## config.mk

```make
export PLATFORM = sky130hd
export DESIGN_NAME = pksyl_sequencer
export DESIGN_NICKNAME = d
export VERILOG_FILES = /design/src/rtl/pksyl_pkg.sv /design/src/rtl/pksyl_slot.sv /design/src/rtl/pksyl_unpack.sv /design/src/rtl/pksyl_ctrl.sv /design/src/rtl/pksyl_sequencer.sv
export SDC_FILE = /design/constraint.sdc
export NUM_CORES = 1
export LEC_CHECK = 0
export BUFFER_PORTS_ARGS = -buffer_cell sky130_fd_sc_hd__buf_2
export CAP_MARGIN = 20
export CORE_MARGIN = 1
export CORE_UTILIZATION = 44
export CTS_BUF_LIST = sky130_fd_sc_hd__clkbuf_4
export CTS_CLUSTER_DIAMETER = 80
export CTS_CLUSTER_SIZE = 40
export DETAILED_ROUTE_END_ITERATION = 10
export HOLD_SLACK_MARGIN = 0.08
export PLACE_DENSITY_LB_ADDON = 0.25
export SLEW_MARGIN = 20
export SYNTH_ARGS = -nofsm -noshare
export SYNTH_HDL_FRONTEND = slang
export SYNTH_SLANG_ARGS = --single-unit
```

## constraint.sdc

```tcl
create_clock -name clk -period 2.1 [get_ports clk]
set_input_delay 0 -clock clk [delete_from_list [all_inputs] [get_ports clk]]
set_output_delay 0 -clock clk [all_outputs]
set_load 0.03 [all_outputs]
```

## src/rtl/pksyl_pkg.sv

```systemverilog
package pksyl_pkg;

   typedef enum logic [1:0] {
      ST_FETCH = 2'd0,
      ST_WAIT  = 2'd1,
      ST_ISSUE = 2'd2,
      ST_STOP  = 2'd3
   } seq_state_e;

   typedef enum logic [1:0] {
      F_PACK = 2'd0,
      F_RSVD = 2'd1,
      F_LIMM = 2'd2
   } word_fmt_e;

   // sort a word by its two top bits
   function automatic word_fmt_e classify(input logic [1:0] top);
      word_fmt_e f;
      if (top[1])      f = F_LIMM;
      else if (top[0]) f = F_RSVD;
      else             f = F_PACK;
      return f;
   endfunction

endpackage

```

## src/rtl/pksyl_slot.sv

```systemverilog
// Slot counter: value shown is the index of the next syllable.
// The syllable on offer is the one before it, modulo NSYL.
module pksyl_slot #(
   parameter  int NSYL = 5,
   localparam int SC_W = $clog2(NSYL)
) (
   input  logic            clk,
   input  logic            rst_n,
   input  logic            clr,
   input  logic            start,
   input  logic            adv,
   output logic [SC_W-1:0] slot,
   output logic [SC_W-1:0] cur_idx,
   output logic            last
);
   localparam logic [SC_W-1:0] TOP = SC_W'(NSYL - 1);

   logic [SC_W-1:0] sc_q;

   always_ff @(posedge clk or negedge rst_n) begin
      if (!rst_n) begin
         sc_q <= '0;
      end else if (clr) begin
         sc_q <= '0;
      end else if (start) begin
         sc_q <= SC_W'(1);
      end else if (adv && !last) begin
         sc_q <= (sc_q == TOP) ? '0 : sc_q + SC_W'(1);
      end
   end

   assign last    = (sc_q == '0);
   assign cur_idx = last ? TOP : sc_q - SC_W'(1);
   assign slot    = sc_q;
endmodule

```

## src/rtl/pksyl_unpack.sv

```systemverilog
// Splits the low part of a word into syllable fields and the expanded immediate.
module pksyl_unpack #(
   parameter  int WORD_W = 32,
   parameter  int SYL_W  = 6,
   parameter  int NSYL   = 5,
   localparam int SC_W   = $clog2(NSYL),
   localparam int LO_W   = WORD_W - 1
) (
   input  logic [LO_W-1:0]   word_lo,
   input  logic [SC_W-1:0]   idx,
   output logic [SYL_W-1:0]  syl,
   output logic [WORD_W-1:0] imm
);
   localparam int FLD_TOP = NSYL * SYL_W - 1;

   logic [SYL_W-1:0] fld [NSYL];

   // field 0 is the most significant syllable and runs first
   for (genvar g = 0; g < NSYL; g++) begin : g_fld
      assign fld[g] = word_lo[FLD_TOP - g*SYL_W -: SYL_W];
   end

   always_comb begin
      syl = '0;
      for (int g = 0; g < NSYL; g++) begin
         if (idx == SC_W'(g)) syl = fld[g];
      end
   end

   assign imm = {word_lo, 1'b0};
endmodule

```

## src/rtl/pksyl_ctrl.sv

```systemverilog
// Fetch/issue control and program counter.
module pksyl_ctrl
   import pksyl_pkg::*;
#(
   parameter int AW     = 32,
   parameter int WORD_W = 32
) (
   input  logic              clk,
   input  logic              rst_n,
   input  logic              freeze,
   input  logic              jump_valid,
   input  logic [AW-1:0]     jump_target,
   input  logic              op_ready,
   input  logic [WORD_W-1:0] imem_rdata,
   input  logic              slot_last,
   output logic              imem_req,
   output logic              op_valid,
   output logic              fault,
   output logic [AW-1:0]     pc,
   output logic [WORD_W-2:0] word_lo,
   output logic              is_push,
   output logic              slot_clr,
   output logic              slot_start,
   output logic              slot_adv
);
   localparam logic [AW-1:0] STEP = AW'(WORD_W / 8);

   seq_state_e        st_q, st_d;
   logic [AW-1:0]     pc_q, pc_d;
   logic [WORD_W-2:0] word_q;
   logic              push_q, fault_q;
   word_fmt_e         fmt;
   logic              live, redirect, accept, fire, done;

   assign fmt      = classify(imem_rdata[WORD_W-1 -: 2]);
   assign live     = !freeze && (st_q != ST_STOP);
   assign redirect = live && jump_valid;
   assign accept   = live && !jump_valid && (st_q == ST_WAIT);
   assign imem_req = (st_q == ST_FETCH) && !freeze;
   assign op_valid = (st_q == ST_ISSUE) && !freeze;
   assign fire     = op_valid && op_ready && !jump_valid;
   assign done     = fire && (push_q || slot_last);

   always_comb begin
      st_d = st_q;
      pc_d = pc_q;
      if (freeze) begin
         // a read in flight is dropped and repeated later
         if (st_q == ST_WAIT) st_d = ST_FETCH;
      end else if (redirect) begin
         st_d = ST_FETCH;
         pc_d = jump_target;
      end else begin
         unique case (st_q)
            ST_FETCH: st_d = ST_WAIT;
            ST_WAIT: begin
               if (fmt == F_RSVD) begin
                  st_d = ST_STOP;
               end else begin
                  st_d = ST_ISSUE;
                  pc_d = pc_q + STEP;
               end
            end
            ST_ISSUE: if (done) st_d = ST_FETCH;
            default: st_d = st_q;
         endcase
      end
   end

   always_ff @(posedge clk or negedge rst_n) begin
      if (!rst_n) begin
         st_q    <= ST_FETCH;
         pc_q    <= '0;
         word_q  <= '0;
         push_q  <= 1'b0;
         fault_q <= 1'b0;
      end else begin
         st_q    <= st_d;
         pc_q    <= pc_d;
         fault_q <= accept && (fmt == F_RSVD);
         if (accept && (fmt != F_RSVD)) begin
            word_q <= imem_rdata[WORD_W-2:0];
            push_q <= (fmt == F_LIMM);
         end
      end
   end

   assign pc         = pc_q;
   assign fault      = fault_q;
   assign word_lo    = word_q;
   assign is_push    = push_q;
   assign slot_clr   = redirect;
   assign slot_start = accept && (fmt == F_PACK);
   assign slot_adv   = fire && !push_q;
endmodule

```

## src/rtl/pksyl_sequencer.sv

```systemverilog
module pksyl_sequencer #(
   parameter  int AW     = 32,
   parameter  int WORD_W = 32,
   parameter  int SYL_W  = 6,
   parameter  int NSYL   = 5,
   localparam int SC_W   = $clog2(NSYL)
) (
   input  logic              clk,
   input  logic              rst_n,
   input  logic              freeze,
   output logic              imem_req,
   output logic [AW-1:0]     imem_addr,
   input  logic [WORD_W-1:0] imem_rdata,
   output logic              op_valid,
   input  logic              op_ready,
   output logic              op_is_push,
   output logic [SYL_W-1:0]  op_syl,
   output logic [WORD_W-1:0] op_imm,
   input  logic              jump_valid,
   input  logic [AW-1:0]     jump_target,
   output logic              fault,
   output logic [AW-1:0]     pc,
   output logic [SC_W-1:0]   slot
);
   if (WORD_W != 2 + NSYL * SYL_W) begin : g_bad_layout
      $error("word width must equal two format bits plus all syllables");
   end
   if (NSYL < 2) begin : g_bad_nsyl
      $error("at least two syllables per word are needed");
   end
   if (WORD_W % 8 != 0) begin : g_bad_bytes
      $error("word width must be a whole number of bytes");
   end
   if (AW < 3) begin : g_bad_aw
      $error("address width too small");
   end

   logic [WORD_W-2:0] word_lo;
   logic              slot_clr, slot_start, slot_adv, slot_last;
   logic [SC_W-1:0]   cur_idx;

   pksyl_ctrl #(.AW(AW), .WORD_W(WORD_W)) u_ctrl (
      .clk        (clk),
      .rst_n      (rst_n),
      .freeze     (freeze),
      .jump_valid (jump_valid),
      .jump_target(jump_target),
      .op_ready   (op_ready),
      .imem_rdata (imem_rdata),
      .slot_last  (slot_last),
      .imem_req   (imem_req),
      .op_valid   (op_valid),
      .fault      (fault),
      .pc         (pc),
      .word_lo    (word_lo),
      .is_push    (op_is_push),
      .slot_clr   (slot_clr),
      .slot_start (slot_start),
      .slot_adv   (slot_adv)
   );

   pksyl_slot #(.NSYL(NSYL)) u_slot (
      .clk    (clk),
      .rst_n  (rst_n),
      .clr    (slot_clr),
      .start  (slot_start),
      .adv    (slot_adv),
      .slot   (slot),
      .cur_idx(cur_idx),
      .last   (slot_last)
   );

   pksyl_unpack #(.WORD_W(WORD_W), .SYL_W(SYL_W), .NSYL(NSYL)) u_unpack (
      .word_lo(word_lo),
      .idx    (cur_idx),
      .syl    (op_syl),
      .imm    (op_imm)
   );

   assign imem_addr = pc;
endmodule

```

======== Word level (Yosys, flattened, before mapping) ========
Cells that the tools add are included.
cells by class
  multiplexer cells ....................... 21
  div/mod/pow operators ................... 0
  shifts and indexed selects .............. 0
  multipliers ............................. 0
  reduce and logical (&&, ||, !) cells .... 28
  $lt $le $gt $ge ......................... 0
  bitwise logic cells ..................... 1
  add/subtract/negate cells ............... 3
  eq/ne operators ......................... 14
operators with widths
  kind                                                 number
  two-way mux 32 bit                                   3
  adder 32 x 3 -> 32 bit, second input constant        1
  two-way mux 6 bit                                    5
  two-way mux 3 bit                                    5
  logical AND 1 bit                                    14
  two-way mux 2 bit                                    5
  equality test 3 x 2 -> 1 bit, second input constant  2
  equality test 3 bit, second input constant           2
  logical NOT 3 bit                                    2
  case mux 2 bit (3 select lines)                      1
  AND reduction 3 bit                                  2
  equality test 2 x 1 -> 1 bit, second input constant  2
  equality test 2 bit, second input constant           2
  logical NOT 1 bit                                    4
  logical NOT 2 bit                                    2
  != test 2 x 1 -> 1 bit, second input constant        2
  != test 2 bit, second input constant                 2
  != test 4 x 3 -> 1 bit, second input constant        1
  nonzero test 4 bit                                   1
  adder 3 x 1 -> 3 bit, second input constant          1
  equality test 3 x 1 -> 1 bit, second input constant  1
  nonzero test 3 bit                                   1
  subtractor 3 x 1 -> 3 bit, second input constant     1
  two-way mux 1 bit                                    2
  3 further kinds                                      3
word-level totals
  memories ................................ 0
  bits in latches ......................... 0
  bits in writable memories ............... 0
  word-level logic and storage cells ...... 73
  memory bits (read-only) ................. 0
  bits in registers ....................... 70

======== Logic depth before layout (Yosys ltp) ========
Gate-level depths: netlist (run 1).
  depth after elaboration ................. 9
  gate-level depth with buffers ........... 8
  gate-level depth less buffers ........... 7

======== Hierarchy ========
A second synthesis (run 1) with hierarchy kept.
second synthesis, totals
  cells, all modules ...................... 523
  area, all modules ....................... 4395.5 µm²
modules (own cells, without submodules)
  module           area an instance (µm²)  times used  cells each
  pksyl_ctrl       3390.8                  1           398
  pksyl_unpack     529.3                   1           66
  pksyl_sequencer  240.2                   1           32
  pksyl_slot       235.2                   1           27

======== Worst setup path after synthesis (run 1) ========
Ideal clock, no wire load.
  path type ............................... register to output
  start point ............................. register u_slot.sc_q[0] (netlist: u_slot.slot[0])
  end point ............................... output port op_syl[0]
  setup slack ............................. -0.218 ns
  required time ........................... 2.100 ns
  cell stages (with the launch flop) ...... 9
  arrival time ............................ 2.318 ns
  cells stage by stage .................... dfrtp_1 -> inv_1 -> ha_1 -> clkbuf_1 -> xnor2_1 -> nor4b_2 -> a2bb2oi_1 -> a211oi_1 -> a221o_1
between the ends
  word-level cells in the longest chain between the ends .. 8
  elaborated cells between the ends (all ways) .. 13
ends and longest elaborated chain
  what                                                                   RTL line                            text
  start, declared                                                        pksyl_slot.sv:18                    logic [SC_W-1:0] sc_q;
  start signal, assigned                                                 pksyl_slot.sv:28                    sc_q <= (sc_q == TOP) ? '0 : sc_q + SC_W'(1);
  subtractor 3 x 1 -> 3 bit / logical NOT 3 bit (equally long branches)  pksyl_slot.sv:33, pksyl_slot.sv:32
  two-way mux 3 bit (*)                                                  pksyl_slot.sv:33                    assign cur_idx = last ? TOP : sc_q - SC_W'(1);
  logical NOT 3 bit                                                      pksyl_unpack.sv:26                  if (idx == SC_W'(g)) syl = fld[g];
  two-way mux 6 bit (4 in series)                                        pksyl_unpack.sv:26
  two-way mux 6 bit (*)                                                  pksyl_unpack.sv:26
  end, declared                                                          pksyl_sequencer.sv:17               output logic [SYL_W-1:0] op_syl,
Every way passes the cells marked *; elsewhere a longest branch is shown, timed or not.

======== Final worst setup path (run 1) ========
  start point ............................. register u_slot.sc_q[0] (netlist: u_slot.slot[0])
  end point ............................... output port op_syl[2]
The elaborated chain is that of the path after synthesis.

==> results of run 1 <==
area by class of cell:
class | instances | share of cell area, %
Timing Repair Buffer | 282 | 31.33
Clock buffer | 9 | 1.099
Multi-Input combinational cell | 337 | 34.95
Tap cell | 108 | 2.197
Inverter | 12 | 0.8138
Sequential cell | 70 | 28.55
Clock inverter | 7 | 1.058
report_power, final:
group          total [mW]  switching (mW)  internal, mW
registers            2.41           0.594          1.82
logic                3.63            2.44          1.19
clock network       0.858           0.503         0.355
layout by cell type, fill, tap and decap left out, types with 5 or more instances in the layout:
cell	count
nand3_1	19
dfrtp_1	67
o21ai_0	17
nand2_1	106
nor2_1	24
a221o_1	7
inv_1	10
clkbuf_4	9
buf_2	170
o22ai_1	8
nor3_1	7
dlygate4sd3_1	69
and2_1	5
buf_4	31
a2bb2oi_2	5
a211oi_2	7
buf_6	10
a21oi_1	32
layer usage:
layer  vias to the layer above  track usage [%]
met2                       202            45.02
li1                       2152                -
met4                         0            12.28
met5                         -                0
met3                        37            4.397
met1                      2201            36.75
registers in the layout, indices dropped and copies added, names as in the netlist:
register,cells
u_slot.slot,3
u_ctrl.is_push,1
u_ctrl.fault,1
u_ctrl.pc,32
u_ctrl.st_q,2
u_ctrl.word_lo,31
through the flow:
step                      utilization, %  hold slack, ps
after CTS                          68.29           84.07
after global placement             56.75           58.25
final                              69.17           100.5
after floorplan                        -          -295.6
after global routing               69.17           105.2
after detailed placement           56.75           55.40
timing repair:
item	4_1_cts	5_1_grt
setup endpoints to repair	6	12
endpoints found under the hold margin	139	0
resized for setup	37	18
pin swaps	5	7
hold buffers	69	0
buffers inserted	6	2
critical path: cells and delay by family, from the launching register on:
family                     cells  cell delay [ps]
adders and majority gates      1              150
muxes                          1              190
and+or+nand+nor                1               30
DFF                            1              470
buffers and inverters          4              530
AOI/OAI and AO/OA              3              650
cell families (layout without fill, tap and decap cells):
family | count (synthesis) | after routing | share of synthesized area (%)
muxes | 3 | 3 | 0.7288
buffers and inverters | 71 | 310 | 9.930
AOI/OAI and AO/OA | 123 | 123 | 20.44
DFF | 70 | 70 | 42.51
other | 1 | 1 | 0.09101
and+or+nand+nor | 203 | 203 | 24.26
xor gates and xnor gates | 1 | 1 | 0.2126
adders and majority gates | 6 | 6 | 1.822
final timing paths:
path	cells past startpoint	startpoint	slack (ps)	end
max in group asynchronous	3	rst_n	1630	u_ctrl.pc[2]
hold / removal	3	freeze	100	u_ctrl.st_q[0]
setup / recovery	10	u_slot.slot[0]	-340	op_syl[2]
setup reg to reg	8	u_slot.slot[0]	70	u_slot.slot[2]
hold reg to reg	2	u_ctrl.pc[0]	500	u_ctrl.pc[0]
min in group asynchronous	3	rst_n	120	u_ctrl.pc[28]
==> metrics.yaml, run 1 <==
drv_cap: 0
hp-class: "in -> reg"
route.met3.wl_um: 690
portBuffers: 176
die_w_um: 98.77
p_leak_nw: 2.919
max_freq_ghz: 0.4094
cts_buffer_depth: 2
place_hpwl_um: 8607
power.total_mw: 6.894
path_clk_slew_ps: 120
finalCriticalPeriod_ps: 2443
synth_area_sq_um: 4120
clkLatencyLatePin_ps: 420
cts_tree: "yes"
worstPathMaxFanout: 6
yosys-top-cells-count: "106 x nand2_1, 70 x dfrtp_1, 34 x a21oi_1"
drive_gt1_share_pct: 39.47
crit_top_cell: "buf_6"
synth_cell_types: 63
yosysWarnings: 0
final_area_sq_um: 6150
firstDrtPassIters: 5
skew_ps: 12.38
yosysTopAreaCell: "dfrtp_1"
ant_nets: 0
nFillCells: 705
drc_errors: 0
tightest_slew_ps: 635.3
cp.arrival_ps: 2440
nNetsFinal: 787
ir_drop_v: 0.0008770
syn_nets: 553
place_ws_ps: -41.46
endpoint_kind: "output pin"
antenna_found_initial: 0
wirelength_met1_um: 5934
initial_core_util_pct: 46.34
ys_seq_area_share_pct: 42.51
die-height_um: 98.77
avgRoutedWirePerCell_um: 16.40
slew_violations: 0
avgSynthCellArea_sq_um: 8.620
drt-total-wl_um: 13530
place_inst: 732
finalSetupViolations: 6
syn2layout_area_growth_pct: 49.26
io_pins: 178
gp_congestion: 0.9375
die-area_sq_um: 9756
fin_cells: 825
p_per_area_nw_per_um2: 1121
cp-start-kind: "flop"
cts_num_sinks: 70
criticalPathCategory: "reg -> out"
root_buffer: "clkbuf_4"
setup_tns_ps: -1533
path_cells: "inv_4 > ha_4 > buf_6 > nor2_2 > mux2i_1 > o221ai_1 > buf_4 > a211oi_2 > a221o_1 > buf_6"
core_sq_um: 8891
syn_inst: 478
finalCritPeriodShare_pct: 116.3
diodes: 0
critPathMaxStageDelay_ps: 470
final_hold_viol_count: 0
multiInputGateArea_sq_um: 2150
yosys.cell_count.top_type: "nand2_1"
vias: 4592
grt_usage_pct: 27.76
grt_pass1_wl_um: 21250
synthTopCellsByArea: "dfrtp_1 43%, nand2_1 9.7%, buf_4 6.0%, a21oi_1 4.1%, nor2_1 2.5%"
grt_max_degree: 71
placed_area_sq_um: 5046
dr_wl_met2_um: 6518
synthFlopType: "dfrtp_1"
dr.max_layer_used: "met4"
first_global_vias: 4317
drt_first_iter_violations: 284
synth_top_area_share_pct: 42.51
grt_overflow: 0
slew_headroom_pct: 57.65
slowest_stage: "dfrtp_2"
async_reset_ff_share_pct: 100.0
cts_buffers: 9
fp-row-count: 34
status: "finished with violations"
fin_ws_ps: -342.6
violations: "negative setup slack"
synth_edf_count: 0
required_ps: 2100
ys_ff_latch: 70
avgViaCountPerCell: 5.566
htreeDepth: 3
rsz0062_at_grt: "yes"
layout.area.seq_sq_um: 1755
(Power assumes the default switching activity.)
==> inputs of run 2 (changes only) <==
--- a/config.mk
+++ b/config.mk
@@ -18,4 +18,5 @@
 export SLEW_MARGIN = 20
 export SYNTH_ARGS = -nofsm -noshare
 export SYNTH_HDL_FRONTEND = slang
+export SYNTH_HIERARCHICAL = 1
 export SYNTH_SLANG_ARGS = --single-unit
==> run 2 against run 1 <==
The run still ends with negative setup slack left. Sequential power is 5% lower. Routed wire length up 5.9%. First-iteration DRC count grew 8.8%. Cell count up 5.9%. Power barely moved. Largest power group unchanged. Combinational power about the same. Final area rose by 1.0%. Setup slack improved by 130 ps.
==> metrics.yaml, run 2 <==
ys_ff_latch: 70  # unchanged
place_hpwl_um: 9200  # +6.9%
io_pins: 178  # unchanged
yosysTopAreaCell: "dfrtp_1"
core_sq_um: 9729  # +9.4%
hp-class: "in -> async"
synthFlopType: "dfrtp_1"
fin_cells: 874  # +5.9%
grt_usage_pct: 27.19  # -0.57 points
clkLatencyLatePin_ps: 460  # +40 ps
avgRoutedWirePerCell_um: 16.40  # about the same
root_buffer: "clkbuf_4"
rr_endpoint: "u_ctrl/pc[25]"
avgSynthCellArea_sq_um: 8.404  # -2.5%
vias: 4746  # +3.4%
place_ws_ps: 100.2  # +141.7 ps
finalSetupViolations: 6  # unchanged
cts_num_sinks: 70  # unchanged
cp-start-kind: "flop"
slew_headroom_pct: 60.91  # +3.3 points
synth_area_sq_um: 4395  # +6.7%
portBuffers: 176  # unchanged
place_inst: 776  # +6.0%
reg2reg_from: "u_ctrl/pc[7]"
htreeDepth: 3  # unchanged
antenna_found_initial: 0  # unchanged
syn2layout_area_growth_pct: 41.33
finalCriticalPeriod_ps: 2313  # -130.1 ps
skew_ps: 15.43  # +3.048 ps
avgViaCountPerCell: 5.430  # -2.4%
violations: "negative setup slack"
ant_nets: 0  # unchanged
rsz0062_at_grt: "yes"
slew_violations: 0  # unchanged
final_hold_viol_count: 0  # unchanged
worstPathMaxFanout: 8  # +2
synth_cell_types: 70  # +11%
cts_tree: "yes"
nFillCells: 838  # +19%
drc_errors: 0  # unchanged
r2r_slack_ps: 110  # +40 ps
synth_top_area_share_pct: 39.85  # -2.7 points
endpoint_kind: "output pin"
drive_gt1_share_pct: 38.73  # -0.74 points
fin_ws_ps: -212.6  # +130.1 ps
gp_congestion: 0.8829  # -5.8%
p_leak_nw: 3.027  # +3.7%
setup_tns_ps: -1082  # +451.6 ps
synthTopCellsByArea: "dfrtp_1 40%, buf_4 11%, nand2_1 11%, a21oi_1 3.1%, o21ai_0 2.6%"
nNetsFinal: 809  # +2.8%
die_w_um: 102.0  # +3.2%
grt_max_degree: 71  # unchanged
final_area_sq_um: 6212  # +1.0%
grt_pass1_wl_um: 21660  # +1.9%
largest_register_ff_count: 32  # unchanged
p_per_area_nw_per_um2: 1109  # -1.1%
crit_end: "op_syl[1]"
fp-row-count: 36  # +5.9%
syn_nets: 596  # +7.8%
max_freq_ghz: 0.4324  # +5.6%
ir_drop_v: 0.0008579  # -2.2%
syn_inst: 523  # +9.4%
path_clk_slew_ps: 140  # +20 ps
ys_seq_area_share_pct: 39.85  # -2.7 points
reg2reg_depth: 5  # -3
grt_overflow: 0  # unchanged
required_ps: 2100  # about the same
multiInputGateArea_sq_um: 2133  # -0.76%
startpoint: "u_slot/slot[0]"
firstDrtPassIters: 5  # unchanged
initial_core_util_pct: 45.18  # -1.2 points
first_global_vias: 4305  # -0.28%
criticalPathCategory: "reg -> out"
drt-total-wl_um: 14330  # +5.9%
power.total_mw: 6.888  # about the same
yosys.cell_count.top_type: "nand2_1"
placed_area_sq_um: 5120  # +1.5%
final_common_cell: "buf_2"
async_reset_ff_share_pct: 100.0  # unchanged
die-area_sq_um: 10390  # +6.5%
cp.arrival_ps: 2310  # -130 ps
status: "finished with violations"
diodes: 0  # unchanged
post-route-util_pct: 63.85  # -5.3 points
layout.area.seq_sq_um: 1757  # about the same
finalCritPeriodShare_pct: 110.1  # -6.2 points
yosys-top-cells-count: "126 x nand2_1, 70 x dfrtp_1, 66 x buf_4"
whs_ps: 57.63  # -42.88 ps
yosysWarnings: 6  # +6
die-height_um: 102.0  # +3.2%
cts_buffer_depth: 2  # unchanged
drv_cap: 0  # unchanged
cts_buffers: 9  # unchanged
mostFrequentLayoutCells: "171 x buf_2, 126 x nand2_1, 69 x dlygate4sd3_1"
drt_first_iter_violations: 309  # +8.8%
synth_edf_count: 0  # unchanged
tightest_slew_ps: 586.4  # -48.88 ps
run 2: cell count changes in the layout (fill, tap and decap cells not counted), sizes merged, moves of 4 or more:
cell and change:
a211oi -7, a21oi -6, a221o -4, a2bb2oi -7, and2 -4, buf +7, clkinv -4, mux2 +5
nand2 +21, nand4 +5
run 2: logic make-up (layout without fill, tap and decap cells):
kind of cell	count (synthesis)	in the layout	share of synthesized area, %
other	1	1	0.08532
AO/OA/AOI/OAI	112	112	17.45
adder cells (fa/ha/maj)	4	4	1.139
AND/OR/NAND/NOR	227	227	24.48
flip-flops	70	70	39.85
multiplexers	10	11	2.391
buffers and inverters	99	316	14.60
run 2: what timing repair did:
action,CTS,global route
pin swaps,5,4
resized for setup,26,16
gates cloned,2,0
hold buffers,70,0
endpoints found under the setup margin,6,9
endpoints found under the hold margin,140,0
buffers inserted,7,3
run 2: how the worst min path moves through the flow:
stage	cells past startpoint	from	slack, ps	end
6_report	3	rst_n	60	u_ctrl/word_lo[18]
5_1_grt	3	rst_n	110	u_ctrl/word_lo[18]
4_1_cts	3	rst_n	100	u_ctrl/word_lo[4]
3_5_place_dp	2	rst_n	60	u_ctrl/word_lo[15]
3_3_place_gp	2	rst_n	60	u_ctrl/word_lo[18]
2_1_floorplan	0	rst_n	-300	u_ctrl/fault
run 2: metal layers:
layer | GRT usage [%] | share of wire (%)
met5 | 0 | 0
met2 | 44.96 | 48
met1 | 35.31 | 41
met4 | 9.670 | 2.3
met3 | 5.746 | 8.4
run 2: power by group:
group | internal [mW] | total, mW | switching (mW)
registers | 1.79 | 2.29 | 0.500
logic | 1.23 | 3.65 | 2.42
clock network | 0.376 | 0.947 | 0.571
run 2: cell type report:
class                   count  area share (%)
multi-input cells         355           34.34
repair buffers            290           31.72
flip-flops and latches     70           28.28
well taps                 133           2.679
clock inverters             7           1.289
clock buffers               9           1.088
inverters                  10          0.6042
run 2: worst max-delay path, cell delays in order (launching register included):
cell	delay, ps
dfrtp_1	420
inv_2	120
ha_4	180
nor3_2	60
a21oi_2	170
buf_6	170
and2b_2	250
a32oi_1	200
o21ai_1	110
buf_4	180
